**config.mk**
```make
export PLATFORM = sky130hd
export DESIGN_NAME = sysctl_regfile
export DESIGN_NICKNAME = d
export VERILOG_FILES = /design/src/rtl/sysctl_pkg.sv /design/src/rtl/sysctl_setclr.sv /design/src/rtl/sysctl_keyosc.sv /design/src/rtl/sysctl_refcnt.sv /design/src/rtl/sysctl_intgrp.sv /design/src/rtl/sysctl_regfile.sv
export SDC_FILE = /design/constraint.sdc
export NUM_CORES = 1
export LEC_CHECK = 0
export BUFFER_PORTS_ARGS = -buffer_cell sky130_fd_sc_hd__buf_2
export CORE_MARGIN = 2
export CORE_UTILIZATION = 45
export CTS_BUF_LIST = sky130_fd_sc_hd__clkbuf_4 sky130_fd_sc_hd__clkbuf_8 sky130_fd_sc_hd__clkbuf_16
export DETAILED_ROUTE_END_ITERATION = 7
export PLACE_DENSITY = 0.71
export SLEW_MARGIN = 20
export SYNTH_ARGS = -nofsm -noshare
export SYNTH_HDL_FRONTEND = slang
export SYNTH_SLANG_ARGS = --single-unit
export TNS_END_PERCENT = 30
```
**constraint.sdc**
```tcl
create_clock -name clk -period 5.8 [get_ports clk]
set_input_delay 0.29 -clock clk [delete_from_list [all_inputs] [get_ports clk]]
set_output_delay 0.29 -clock clk [all_outputs]
set_load 0.1 [all_outputs]
```
**src/rtl/sysctl_pkg.sv**
```systemverilog
package sysctl_pkg;

   localparam int unsigned WORD_W = 32;

   localparam int unsigned A_IDENT    = 0;
   localparam int unsigned A_PROC     = 1;
   localparam int unsigned A_OSC      = 2;
   localparam int unsigned A_CTRL     = 3;
   localparam int unsigned A_STAT     = 4;
   localparam int unsigned A_KEY      = 5;
   localparam int unsigned A_AUXOSC   = 7;
   localparam int unsigned A_SDRAM    = 8;
   localparam int unsigned A_INIT     = 9;
   localparam int unsigned A_REFCNT   = 10;
   localparam int unsigned A_FLAG_SET = 12;
   localparam int unsigned A_FLAG_CLR = 13;
   localparam int unsigned A_NVF_SET  = 14;
   localparam int unsigned A_NVF_CLR  = 15;
   localparam int unsigned A_IRQ_STAT = 16;
   localparam int unsigned A_IRQ_RAW  = 17;
   localparam int unsigned A_IRQ_ENS  = 18;
   localparam int unsigned A_IRQ_ENC  = 19;
   localparam int unsigned A_SOFT_SET = 20;
   localparam int unsigned A_SOFT_CLR = 21;
   localparam int unsigned A_FIQ_STAT = 24;
   localparam int unsigned A_FIQ_RAW  = 25;
   localparam int unsigned A_FIQ_ENS  = 26;
   localparam int unsigned A_FIQ_ENC  = 27;
   localparam int unsigned A_WIN_BASE = 64;
   localparam int unsigned WIN_LEN    = 32;

   localparam logic [31:0] IDENT_VAL   = 32'h411A_3001;
   localparam logic [31:0] STATUS_VAL  = 32'h0010_0000;
   localparam logic [15:0] UNLOCK_KEY  = 16'hA05F;
   localparam logic [31:0] KEY_RD_VAL  = 32'h0001_A05F;
   localparam logic [31:0] OSC_RST     = 32'h0100_0048;
   localparam logic [31:0] AUXOSC_RST  = 32'h0007_FEFF;
   localparam logic [31:0] SDRAM_BASE  = 32'h0001_1122;
   localparam logic [31:0] INIT_RST    = 32'h0000_0112;

   typedef struct packed {
      logic led;
      logic remap;
   } ctrl_t;

   function automatic logic [31:0] sdram_code(input int unsigned mem_mb);
      if (mem_mb >= 256)      return 32'h10;
      else if (mem_mb >= 128) return 32'h0C;
      else if (mem_mb >= 64)  return 32'h08;
      else if (mem_mb >= 32)  return 32'h04;
      else                    return 32'h00;
   endfunction

   function automatic logic [7:0] size_byte(input int unsigned mem_mb);
      if (mem_mb >= 256)      return 8'd64;
      else if (mem_mb >= 128) return 8'd32;
      else if (mem_mb >= 64)  return 8'd16;
      else if (mem_mb >= 32)  return 8'd4;
      else                    return 8'd2;
   endfunction

   function automatic logic [7:0] presence_byte(input logic [4:0] idx,
                                                input int unsigned mem_mb);
      case (idx)
         5'd0:    return 8'h20;
         5'd1:    return 8'h01;
         5'd2:    return 8'h04;
         5'd31:   return size_byte(mem_mb);
         default: return 8'h00;
      endcase
   endfunction

endpackage

```
**src/rtl/sysctl_setclr.sv**
```systemverilog
module sysctl_setclr #(
   parameter int unsigned       W       = 32,
   parameter logic [W-1:0]      RST_VAL = '0
) (
   input  logic         clk,
   input  logic         rst_n,
   input  logic         set_we,
   input  logic         clr_we,
   input  logic [W-1:0] mask,
   output logic [W-1:0] q
);
   always_ff @(posedge clk or negedge rst_n) begin
      if (!rst_n)      q <= RST_VAL;
      else if (set_we) q <= q | mask;
      else if (clr_we) q <= q & ~mask;
   end
endmodule

```
**src/rtl/sysctl_keyosc.sv**
```systemverilog
module sysctl_keyosc
   import sysctl_pkg::*;
(
   input  logic        clk,
   input  logic        rst_n,
   input  logic        key_we,
   input  logic        osc_we,
   input  logic        aux_we,
   input  logic [31:0] wdata,
   output logic [15:0] key_q,
   output logic        unlocked,
   output logic [31:0] osc_q,
   output logic [31:0] aux_q
);
   assign unlocked = (key_q == UNLOCK_KEY);

   always_ff @(posedge clk or negedge rst_n) begin
      if (!rst_n) begin
         key_q <= '0;
         osc_q <= OSC_RST;
         aux_q <= AUXOSC_RST;
      end else begin
         if (key_we)              key_q <= wdata[15:0];
         if (osc_we && unlocked)  osc_q <= wdata;
         if (aux_we && unlocked)  aux_q <= wdata;
      end
   end
endmodule

```
**src/rtl/sysctl_refcnt.sv**
```systemverilog
module sysctl_refcnt #(
   parameter int unsigned PRESCALE = 4,
   parameter int unsigned CNT_W    = 32
) (
   input  logic             clk,
   input  logic             rst_n,
   output logic [CNT_W-1:0] count
);
   logic tick;

   generate
      if (PRESCALE == 1) begin : g_direct
         assign tick = 1'b1;
      end else begin : g_div
         localparam int unsigned DIV_W = $clog2(PRESCALE);
         localparam logic [DIV_W-1:0] DIV_LAST = DIV_W'(PRESCALE - 1);
         logic [DIV_W-1:0] div_q;
         assign tick = (div_q == DIV_LAST);
         always_ff @(posedge clk or negedge rst_n) begin
            if (!rst_n)    div_q <= '0;
            else if (tick) div_q <= '0;
            else           div_q <= div_q + 1'b1;
         end
      end
   endgenerate

   always_ff @(posedge clk or negedge rst_n) begin
      if (!rst_n)    count <= '0;
      else if (tick) count <= count + 1'b1;
   end
endmodule

```
**src/rtl/sysctl_intgrp.sv**
```systemverilog
module sysctl_intgrp #(
   parameter int unsigned N_IRQ = 8
) (
   input  logic             clk,
   input  logic             rst_n,
   input  logic [N_IRQ-1:0] src,
   input  logic             irq_set_we,
   input  logic             irq_clr_we,
   input  logic             fiq_set_we,
   input  logic             fiq_clr_we,
   input  logic             soft_set_we,
   input  logic             soft_clr_we,
   input  logic [31:0]      wdata,
   output logic [N_IRQ-1:0] raw,
   output logic [N_IRQ-1:0] irq_en,
   output logic [N_IRQ-1:0] fiq_en,
   output logic             irq_out,
   output logic             fiq_out
);
   logic soft_q;

   sysctl_setclr #(.W(N_IRQ)) u_irq_en (
      .clk(clk), .rst_n(rst_n), .set_we(irq_set_we), .clr_we(irq_clr_we),
      .mask(wdata[N_IRQ-1:0]), .q(irq_en));

   sysctl_setclr #(.W(N_IRQ)) u_fiq_en (
      .clk(clk), .rst_n(rst_n), .set_we(fiq_set_we), .clr_we(fiq_clr_we),
      .mask(wdata[N_IRQ-1:0]), .q(fiq_en));

   sysctl_setclr #(.W(1)) u_soft (
      .clk(clk), .rst_n(rst_n),
      .set_we(soft_set_we && wdata[0]), .clr_we(soft_clr_we && wdata[0]),
      .mask(1'b1), .q(soft_q));

   assign raw     = src | {{(N_IRQ-1){1'b0}}, soft_q};
   assign irq_out = |(raw & irq_en);
   assign fiq_out = |(raw & fiq_en);
endmodule

```
**src/rtl/sysctl_regfile.sv**
```systemverilog
module sysctl_regfile
   import sysctl_pkg::*;
#(
   parameter int unsigned ADDR_W   = 8,
   parameter int unsigned N_IRQ    = 8,
   parameter int unsigned PRESCALE = 4,
   parameter int unsigned MEM_MB   = 128
) (
   input  logic              clk,
   input  logic              rst_n,
   input  logic              bus_sel,
   input  logic              bus_wr,
   input  logic [ADDR_W-1:0] bus_addr,
   input  logic [31:0]       bus_wdata,
   output logic [31:0]       bus_rdata,
   input  logic [N_IRQ-1:0]  irq_src,
   output logic              irq_out,
   output logic              fiq_out,
   output logic              overlay_en,
   output logic              led_out,
   output logic              reset_req
);
   localparam logic [31:0] SDRAM_RST = SDRAM_BASE | sdram_code(MEM_MB);
   localparam int unsigned WIN_END   = A_WIN_BASE + WIN_LEN;

   generate
      if (ADDR_W < 7 || ADDR_W > 30) begin : g_bad_addr
         $error("sysctl_regfile: ADDR_W must lie in 7..30");
      end
      if (N_IRQ < 1 || N_IRQ > 32) begin : g_bad_nirq
         $error("sysctl_regfile: N_IRQ must lie in 1..32");
      end
      if (PRESCALE < 1) begin : g_bad_pre
         $error("sysctl_regfile: PRESCALE must be at least 1");
      end
   endgenerate

   logic wr_en, rd_en;
   assign wr_en = bus_sel &&  bus_wr;
   assign rd_en = bus_sel && !bus_wr;

   function automatic logic hit(input logic [ADDR_W-1:0] a, input int unsigned w);
      return a == ADDR_W'(w);
   endfunction

   // key and oscillators
   logic [15:0] key_q;
   logic        unlocked;
   logic [31:0] osc_q, aux_q;

   sysctl_keyosc u_keyosc (
      .clk(clk), .rst_n(rst_n),
      .key_we(wr_en && hit(bus_addr, A_KEY)),
      .osc_we(wr_en && hit(bus_addr, A_OSC)),
      .aux_we(wr_en && hit(bus_addr, A_AUXOSC)),
      .wdata(bus_wdata),
      .key_q(key_q), .unlocked(unlocked), .osc_q(osc_q), .aux_q(aux_q));

   // control, sdram, init
   ctrl_t       ctrl_q;
   logic [31:0] sdram_q, init_q;
   logic        rst_pulse_q;

   always_ff @(posedge clk or negedge rst_n) begin
      if (!rst_n) begin
         ctrl_q      <= '0;
         sdram_q     <= SDRAM_RST;
         init_q      <= INIT_RST;
         rst_pulse_q <= 1'b0;
      end else begin
         rst_pulse_q <= wr_en && hit(bus_addr, A_CTRL) && bus_wdata[3];
         if (wr_en && hit(bus_addr, A_CTRL)) begin
            ctrl_q.led   <= bus_wdata[0];
            ctrl_q.remap <= bus_wdata[2];
         end
         if (wr_en && hit(bus_addr, A_SDRAM)) sdram_q <= bus_wdata;
         if (wr_en && hit(bus_addr, A_INIT))  init_q  <= bus_wdata;
      end
   end

   assign overlay_en = !ctrl_q.remap;
   assign led_out    = ctrl_q.led;
   assign reset_req  = rst_pulse_q;

   // flag registers
   logic [31:0] flags_q, nvflags_q;

   sysctl_setclr #(.W(32)) u_flags (
      .clk(clk), .rst_n(rst_n),
      .set_we(wr_en && hit(bus_addr, A_FLAG_SET)),
      .clr_we(wr_en && hit(bus_addr, A_FLAG_CLR)),
      .mask(bus_wdata), .q(flags_q));

   sysctl_setclr #(.W(32)) u_nvflags (
      .clk(clk), .rst_n(rst_n),
      .set_we(wr_en && hit(bus_addr, A_NVF_SET)),
      .clr_we(wr_en && hit(bus_addr, A_NVF_CLR)),
      .mask(bus_wdata), .q(nvflags_q));

   // reference counter
   logic [31:0] refcnt;

   sysctl_refcnt #(.PRESCALE(PRESCALE), .CNT_W(32)) u_refcnt (
      .clk(clk), .rst_n(rst_n), .count(refcnt));

   // interrupt group
   logic [N_IRQ-1:0] raw, irq_en, fiq_en;

   sysctl_intgrp #(.N_IRQ(N_IRQ)) u_intgrp (
      .clk(clk), .rst_n(rst_n), .src(irq_src),
      .irq_set_we (wr_en && hit(bus_addr, A_IRQ_ENS)),
      .irq_clr_we (wr_en && hit(bus_addr, A_IRQ_ENC)),
      .fiq_set_we (wr_en && hit(bus_addr, A_FIQ_ENS)),
      .fiq_clr_we (wr_en && hit(bus_addr, A_FIQ_ENC)),
      .soft_set_we(wr_en && hit(bus_addr, A_SOFT_SET)),
      .soft_clr_we(wr_en && hit(bus_addr, A_SOFT_CLR)),
      .wdata(bus_wdata),
      .raw(raw), .irq_en(irq_en), .fiq_en(fiq_en),
      .irq_out(irq_out), .fiq_out(fiq_out));

   // read multiplexer
   logic [31:0] raw32, irqen32, fiqen32;
   assign raw32   = 32'(raw);
   assign irqen32 = 32'(irq_en);
   assign fiqen32 = 32'(fiq_en);

   logic [31:0] rd_mux;
   logic [4:0]  win_idx;
   assign win_idx = 5'(bus_addr - ADDR_W'(A_WIN_BASE));

   always_comb begin
      rd_mux = '0;
      if (bus_addr >= ADDR_W'(A_WIN_BASE) && bus_addr < ADDR_W'(WIN_END)) begin
         rd_mux = {24'h0, presence_byte(win_idx, MEM_MB)};
      end else begin
         case (int'(bus_addr))
            A_IDENT:    rd_mux = IDENT_VAL;
            A_OSC:      rd_mux = osc_q;
            A_CTRL:     rd_mux = {29'h0, ctrl_q.remap, 1'b0, ctrl_q.led};
            A_STAT:     rd_mux = STATUS_VAL;
            A_KEY:      rd_mux = unlocked ? KEY_RD_VAL : {16'h0, key_q};
            A_AUXOSC:   rd_mux = aux_q;
            A_SDRAM:    rd_mux = sdram_q;
            A_INIT:     rd_mux = init_q;
            A_REFCNT:   rd_mux = refcnt;
            A_FLAG_SET: rd_mux = flags_q;
            A_NVF_SET:  rd_mux = nvflags_q;
            A_IRQ_STAT: rd_mux = raw32 & irqen32;
            A_IRQ_RAW:  rd_mux = raw32;
            A_IRQ_ENS:  rd_mux = irqen32;
            A_SOFT_SET: rd_mux = {31'h0, raw32[0]};
            A_FIQ_STAT: rd_mux = raw32 & fiqen32;
            A_FIQ_RAW:  rd_mux = raw32;
            A_FIQ_ENS:  rd_mux = fiqen32;
            default:    rd_mux = '0;
         endcase
      end
   end

   always_ff @(posedge clk or negedge rst_n) begin
      if (!rst_n)     bus_rdata <= '0;
      else if (rd_en) bus_rdata <= rd_mux;
   end
endmodule

```
## Yosys cells after proc, flatten, opt, wreduce, memory -nomap -nowiden

Index checks and enable logic that the tools add are counted.

- Reductions and logical operators: 37
- Add/sub/neg operators: 3
- Order comparisons: 2
- Multiplexer cells: 15
- Equality and inequality tests: 27
- Bitwise logic cells: 15

Operators by type and width:

| operator | count |
|---|---|
| $pmux 32 s17 | 1 |
| $mux 32 | 5 |
| $eq 8x5->1 const B | 10 |
| $and 32x32->32 | 2 |
| $or 32x32->32 | 2 |
| $eq 8x4->1 const B | 7 |
| $and 8x8->8 | 6 |
| $add 32x1->32 const B | 1 |
| $mux 8 | 4 |
| $not 32->32 | 1 |
| $eq 8x3->1 const B | 3 |
| $logic_and 1x1->1 | 24 |
| $pmux 6 s3 | 1 |
| $mux 17 | 1 |
| $eq 16x16->1 const B | 1 |
| $eq 8x2->1 const B | 2 |
| $or 8x8->8 | 2 |
| $reduce_or 8->1 | 2 |
| $reduce_bool 2->1 | 5 |
| $ge 8x7->1 const B | 1 |
| $logic_not 8->1 | 1 |
| $lt 8x7->1 const B | 1 |
| $not 8->8 | 1 |
| $or 8x1->8 | 1 |
| 11 further kinds | 14 |

- Logic and storage cells: 115
- Output and inout port bits: 37
- Input bits: 52
- Register bits: 294

## Depth between registers and ports, before layout

- Depth after elaboration: 5
- Mapped depth: 9

## Modules after synthesis

A second synthesis with hierarchy kept.

- Cells, all modules: 1171
- Area, all modules: 14232.4 um^2

By module, submodules not included:

| module | area an instance (um^2) | cells each | instances |
|---|---|---|---|
| sysctl_regfile | 6329.8 | 589 | 1 |
| sysctl_keyosc | 3051.7 | 176 | 1 |
| sysctl_setclr at u_flags ... | 1249.9 | 102 | 2 |
| sysctl_refcnt | 1527.7 | 126 | 1 |
| sysctl_setclr at u_intgrp.u_fiq_en ... | 312.8 | 26 | 2 |
| sysctl_intgrp | 160.2 | 21 | 1 |
| sysctl_setclr at u_intgrp.u_soft | 37.5 | 3 | 1 |

## Worst setup path after synthesis

Ideal clock, no wire load.

- Path type: register -> register
- Start point: register u_keyosc.key_q[9]
- End point: register u_keyosc.osc_q[7]
- Setup time: 0.128 ns
- Arrival: 2.047 ns
- Slack: 3.626 ns
- Path buffers: 2
- Stages on the path, launching flop included: 7
- Required time: 5.672 ns
- Path through: dfrtp_1 -> or4b_4 -> nor4_4 -> and3_1 -> buf_2 -> buf_6 -> mux2_1

- Longest elaborated chain between the ends: 2

RTL lines:

| item | RTL line | text |
|---|---|---|
| start: declaration | sysctl_keyosc.sv:10 | `output logic [15:0] key_q,` |
| start signal: assignment | sysctl_keyosc.sv:23 | `if (key_we) key_q <= wdata[15:0];` |
| $eq 16x16->1 | sysctl_keyosc.sv:15 | `assign unlocked = (key_q == UNLOCK_KEY);` |
| $logic_and 1x1->1 | sysctl_keyosc.sv:24 | `if (osc_we && unlocked) osc_q <= wdata;` |
| end signal: assignment | sysctl_keyosc.sv:24 |  |
| end: declaration | sysctl_keyosc.sv:12 | `output logic [31:0] osc_q,` |

Every way passes these cells.
A chain may end at the register's enable or synchronous reset.

## Worst setup path after layout

- Start point: input bus_addr[1]
- End point: register bus_rdata[27]

- Longest elaborated chain between the ends: 4

RTL lines:

| item | RTL line | text |
|---|---|---|
| start: declaration | sysctl_regfile.sv:13 | `input logic [ADDR_W-1:0] bus_addr,` |
| $eq 8x5->1 | sysctl_regfile.sv:136 | `case (int'(bus_addr))` |
| $reduce_or 2->1 (no source line) | -- |  |
| $pmux 32 s17 | sysctl_regfile.sv:136 |  |
| $mux 32 (*) | sysctl_regfile.sv:133 | `if (bus_addr >= ADDR_W'(A_WIN_BASE) && bus_addr < ADDR_W'(WIN_END)) begin` |
| end signal: assignment | sysctl_regfile.sv:162 | `else if (rd_en) bus_rdata <= rd_mux;` |
| end: declaration | sysctl_regfile.sv:15 | `output logic [31:0] bus_rdata,` |

Mark *: on every way between the ends. The rest lies on a longest branch, timed or not.

==> impl_results.md <==
- Clk Tree Root Cell: clkbuf_16
- Setup_tns: 0 ns
- Diode count: 0
- RSZ-0062 raised after global routing: no
- Pleak: 0.00730 µW
- CTS Buffer Depth: 3
- # placed instances: 1678
- Initial core utilization: 0.454
- Core Area: 31300 µm²
- Multiplexer share of the synthesized area: 0.164
- Critical path required time: 6.26 ns
- Fin cells: 1734
- CTS tree: yes
- Starting DRT DRC Count: 1396
- Setup Fix Bufs, Post-CTS: 0
- Synth Area in Compound Gates: 0.137
- Final WL: 44.4 mm
- Std cell rows: 65
- DRT Pass-1 Iters: 6
- Max Cap Viol: 0
- Chip Width: 182 µm
- Relative slew slack: 0.208
- Hold/Removal Path Class: in2reg
- Outcome: complete, no violations
- Synth top area share: 0.463
- Post-synthesis register bit count: 294
- Clk_skew: 0.0114 ns
- Clock Sink Count: 294
- Final Hold Vio Count: 0
- Post-Synth Adder-Cell Area: 0.00176
- WP data arrival: 3.72 ns
- Finished Cell Area: 16000 µm²
- Hold_buf cts: 1
- TritonCTS Buffers: 30
- Tcrit/Tclk final: 0.562
- PwrDens: 271 nW/µm²
- Vias: 11000
- Synthesized area: 14200 µm²
- Final setup fails: 0
- Clock latency at the later pin of the worst-skew pair: 0.56 ns
- Power Internal: 3310 µW
- Synth Area in XOR/XNOR: 0.0191
- Antenna violations before repair: 0
- Synthesized area per cell: 11.3 µm²
- Worst-path fanout max: 36
- Post-placement cell area: 15000 µm²
- Detail Route Antenna Nets: 0
- Ratio of cells with drive above 1 in the final layout: 0.270
- Post-DP HPWL: 29.6 mm
- Crit-path slowest cell: a21boi_1
- Seq/Total Area, Yosys: 0.520
- First-pass GRT wire length: 68.7 mm
- Post-Syn Nets: 1312
- Critical path class: in2reg
- Startpoint Class: input port
- Chip Height: 182 µm
- Die area: 33000 µm²
- Sequential power share: 0.481
- Post-layout nets: 1363
- Crit path cell chain: buf_2 > buf_4 > nor3b_1 > a221o_1 > a21boi_1 > inv_1 > o31ai_1
- Largest net degree at the start of global routing: 174
- Main combinational cell family by area after synthesis: multiplexers
- Final Max Slew Viols: 0
- Post-synthesis simple-gate area fraction: 0.125
- Tot GR Track Use: 0.271
- CP endpoint kind: flop
- Ys flop type: dfrtp_1
- Switching Fraction: 0.239
- Via-to-Cell Ratio: 6.37
- Port Buffers: 88
- Commonest non-fill, non-tap cell in the layout: dfrtp_1
- Synth area leaders: dfrtp_1, mux2_2, dfstp_2
- Synth area leader: dfrtp_1
- Highest clock rate: 307 MHz
- Least-Margin Pin Slew: 1.19 ns
- Clock period minus worst slack: 3.26 ns
- Mapped Cells: 1258
- Remaining global-route overflow: 0
- Ys async rst share: 1.00
- Combinational fraction of design power: 0.067
- Clk pwr share: 0.452
- Final Util: 0.511
- Worst VDD drop: 226 µV
- Syn-to-layout area delta: 12.7%
- # IOs: 89
- Gpl congestion: 0.941
- Most frequent cells in the layout: dfrtp_1, nand2_1, mux2_2
- Clk pin slew, worst setup/hold paths: 0.06 ns
- Switching power: 1040 µW
- Resize count post-CTS: 0
- YS warnings: 0
- Vias in the first global route: 11200
- H-tree lvl count: 1
- DR DRC count: 0
- Number of distinct library cells after synthesis: 76
- Post-synth EDFFs: 0
- Drt wl/cell: 25.6 µm
- Slowest stage delay, CP: 0.76 ns
-- worst max-delay path: cells and delay by family --
| family | cells | cell delay (ns) |
|---|---|---|
| buffers and inverters | 3 | 1.72 |
| AND/OR/NAND/NOR | 1 | 0.20 |
| AO/OA/AOI/OAI | 3 | 1.49 |
-- cells in the mapped netlist (9+ instances only) --
cell type / n
a22o_1: 23
a32oi_1: 10
inv_1: 13
dfrtp_1: 263
nand2_1: 149
a221oi_1: 11
nand3_1: 54
o21ai_0: 76
xnor2_1: 23
nand4_1: 17
buf_2: 24
o211ai_1: 11
dfstp_2: 31
a22oi_1: 46
clkbuf_1: 57
a21oi_1: 21
a222oi_1: 9
a32o_1: 11
mux2_2: 138
mux2i_1: 14
mux2_1: 56
nor2_1: 19
nor2b_1: 13
and3_1: 10
o22ai_1: 11
and2_1: 10
buf_1: 10
-- per-layer routing --
metal  track usage  wire (µm)
met5        0.0119         48
met4         0.118       1940
met3        0.0592       4160
met2         0.416      19900
met1         0.371      18300
-- kinds of logic (layout without fill, tap and decap cells) --
kind of cell / after synthesis / in the layout
multiplexers: 208 / 208
flip-flops: 294 / 294
adder cells (fa/ha/maj): 2 / 2
AO/OA/AOI/OAI: 275 / 275
XOR/XNOR: 31 / 31
AND/OR/NAND/NOR: 337 / 337
buffers and inverters: 111 / 185
-- layout make-up --
cell class | count | area [µm²]
Tap cell | 402 | 503
Inverter | 14 | 52.6
Multi-Input combinational cell | 853 | 6370
Timing Repair Buffer | 116 | 676
Fill cell | 2764 | 15300
Clock inverter | 6 | 55.1
Clock buffer | 49 | 955
Sequential cell | 294 | 7400
-- worst paths after layout --
kind | from | to | slack, ns | cells after the start
max | bus_addr[1] | bus_rdata[27]$_DFFE_PN0P_ | 2.54 | 7
min | bus_wdata[24] | u_keyosc.aux_q[24]$_DFFE_PN0P_ | 0.02 | 2
max reg2reg | u_keyosc.key_q[10]$_DFFE_PN0P_ | u_keyosc.osc_q[31]$_DFFE_PN0P_ | 2.72 | 4
min reg2reg | u_refcnt.g_div.div_q[0]$_DFF_PN0_ | u_refcnt.g_div.div_q[0]$_DFF_PN0_ | 0.43 | 1
max in group asynchronous | rst_n | asynchronous set/reset pin | 3.99 | 3
min in group asynchronous | rst_n | sdram_q[26]$_DFFE_PN0P_ | 0.39 | 2
-- stage by stage --
step / setup WS, ns / power (µW) / hold WS (ns)
finish: 2.54 / 4350 / 0.0220
global route: 2.43 / 4470 / 0.0359
CTS: 2.64 / 4360 / 0.0128
detailed placement: 2.04 / 2410 / 0.427
global placement: 2.19 / 2410 / 0.413
floorplan: 3.63 / 2250 / -0.00559
-- power groups by stage --
stage | sequential (µW) | clock, µW | combinational, µW
2_1_floorplan | 2130 | 0 | 129
3_3_place_gp | 2130 | 0 | 282
3_5_place_dp | 2130 | 0 | 285
4_1_cts | 2090 | 1990 | 286
5_1_grt | 2090 | 2070 | 309
6_report | 2090 | 1960 | 291
Power figures use the tool's default switching activity.
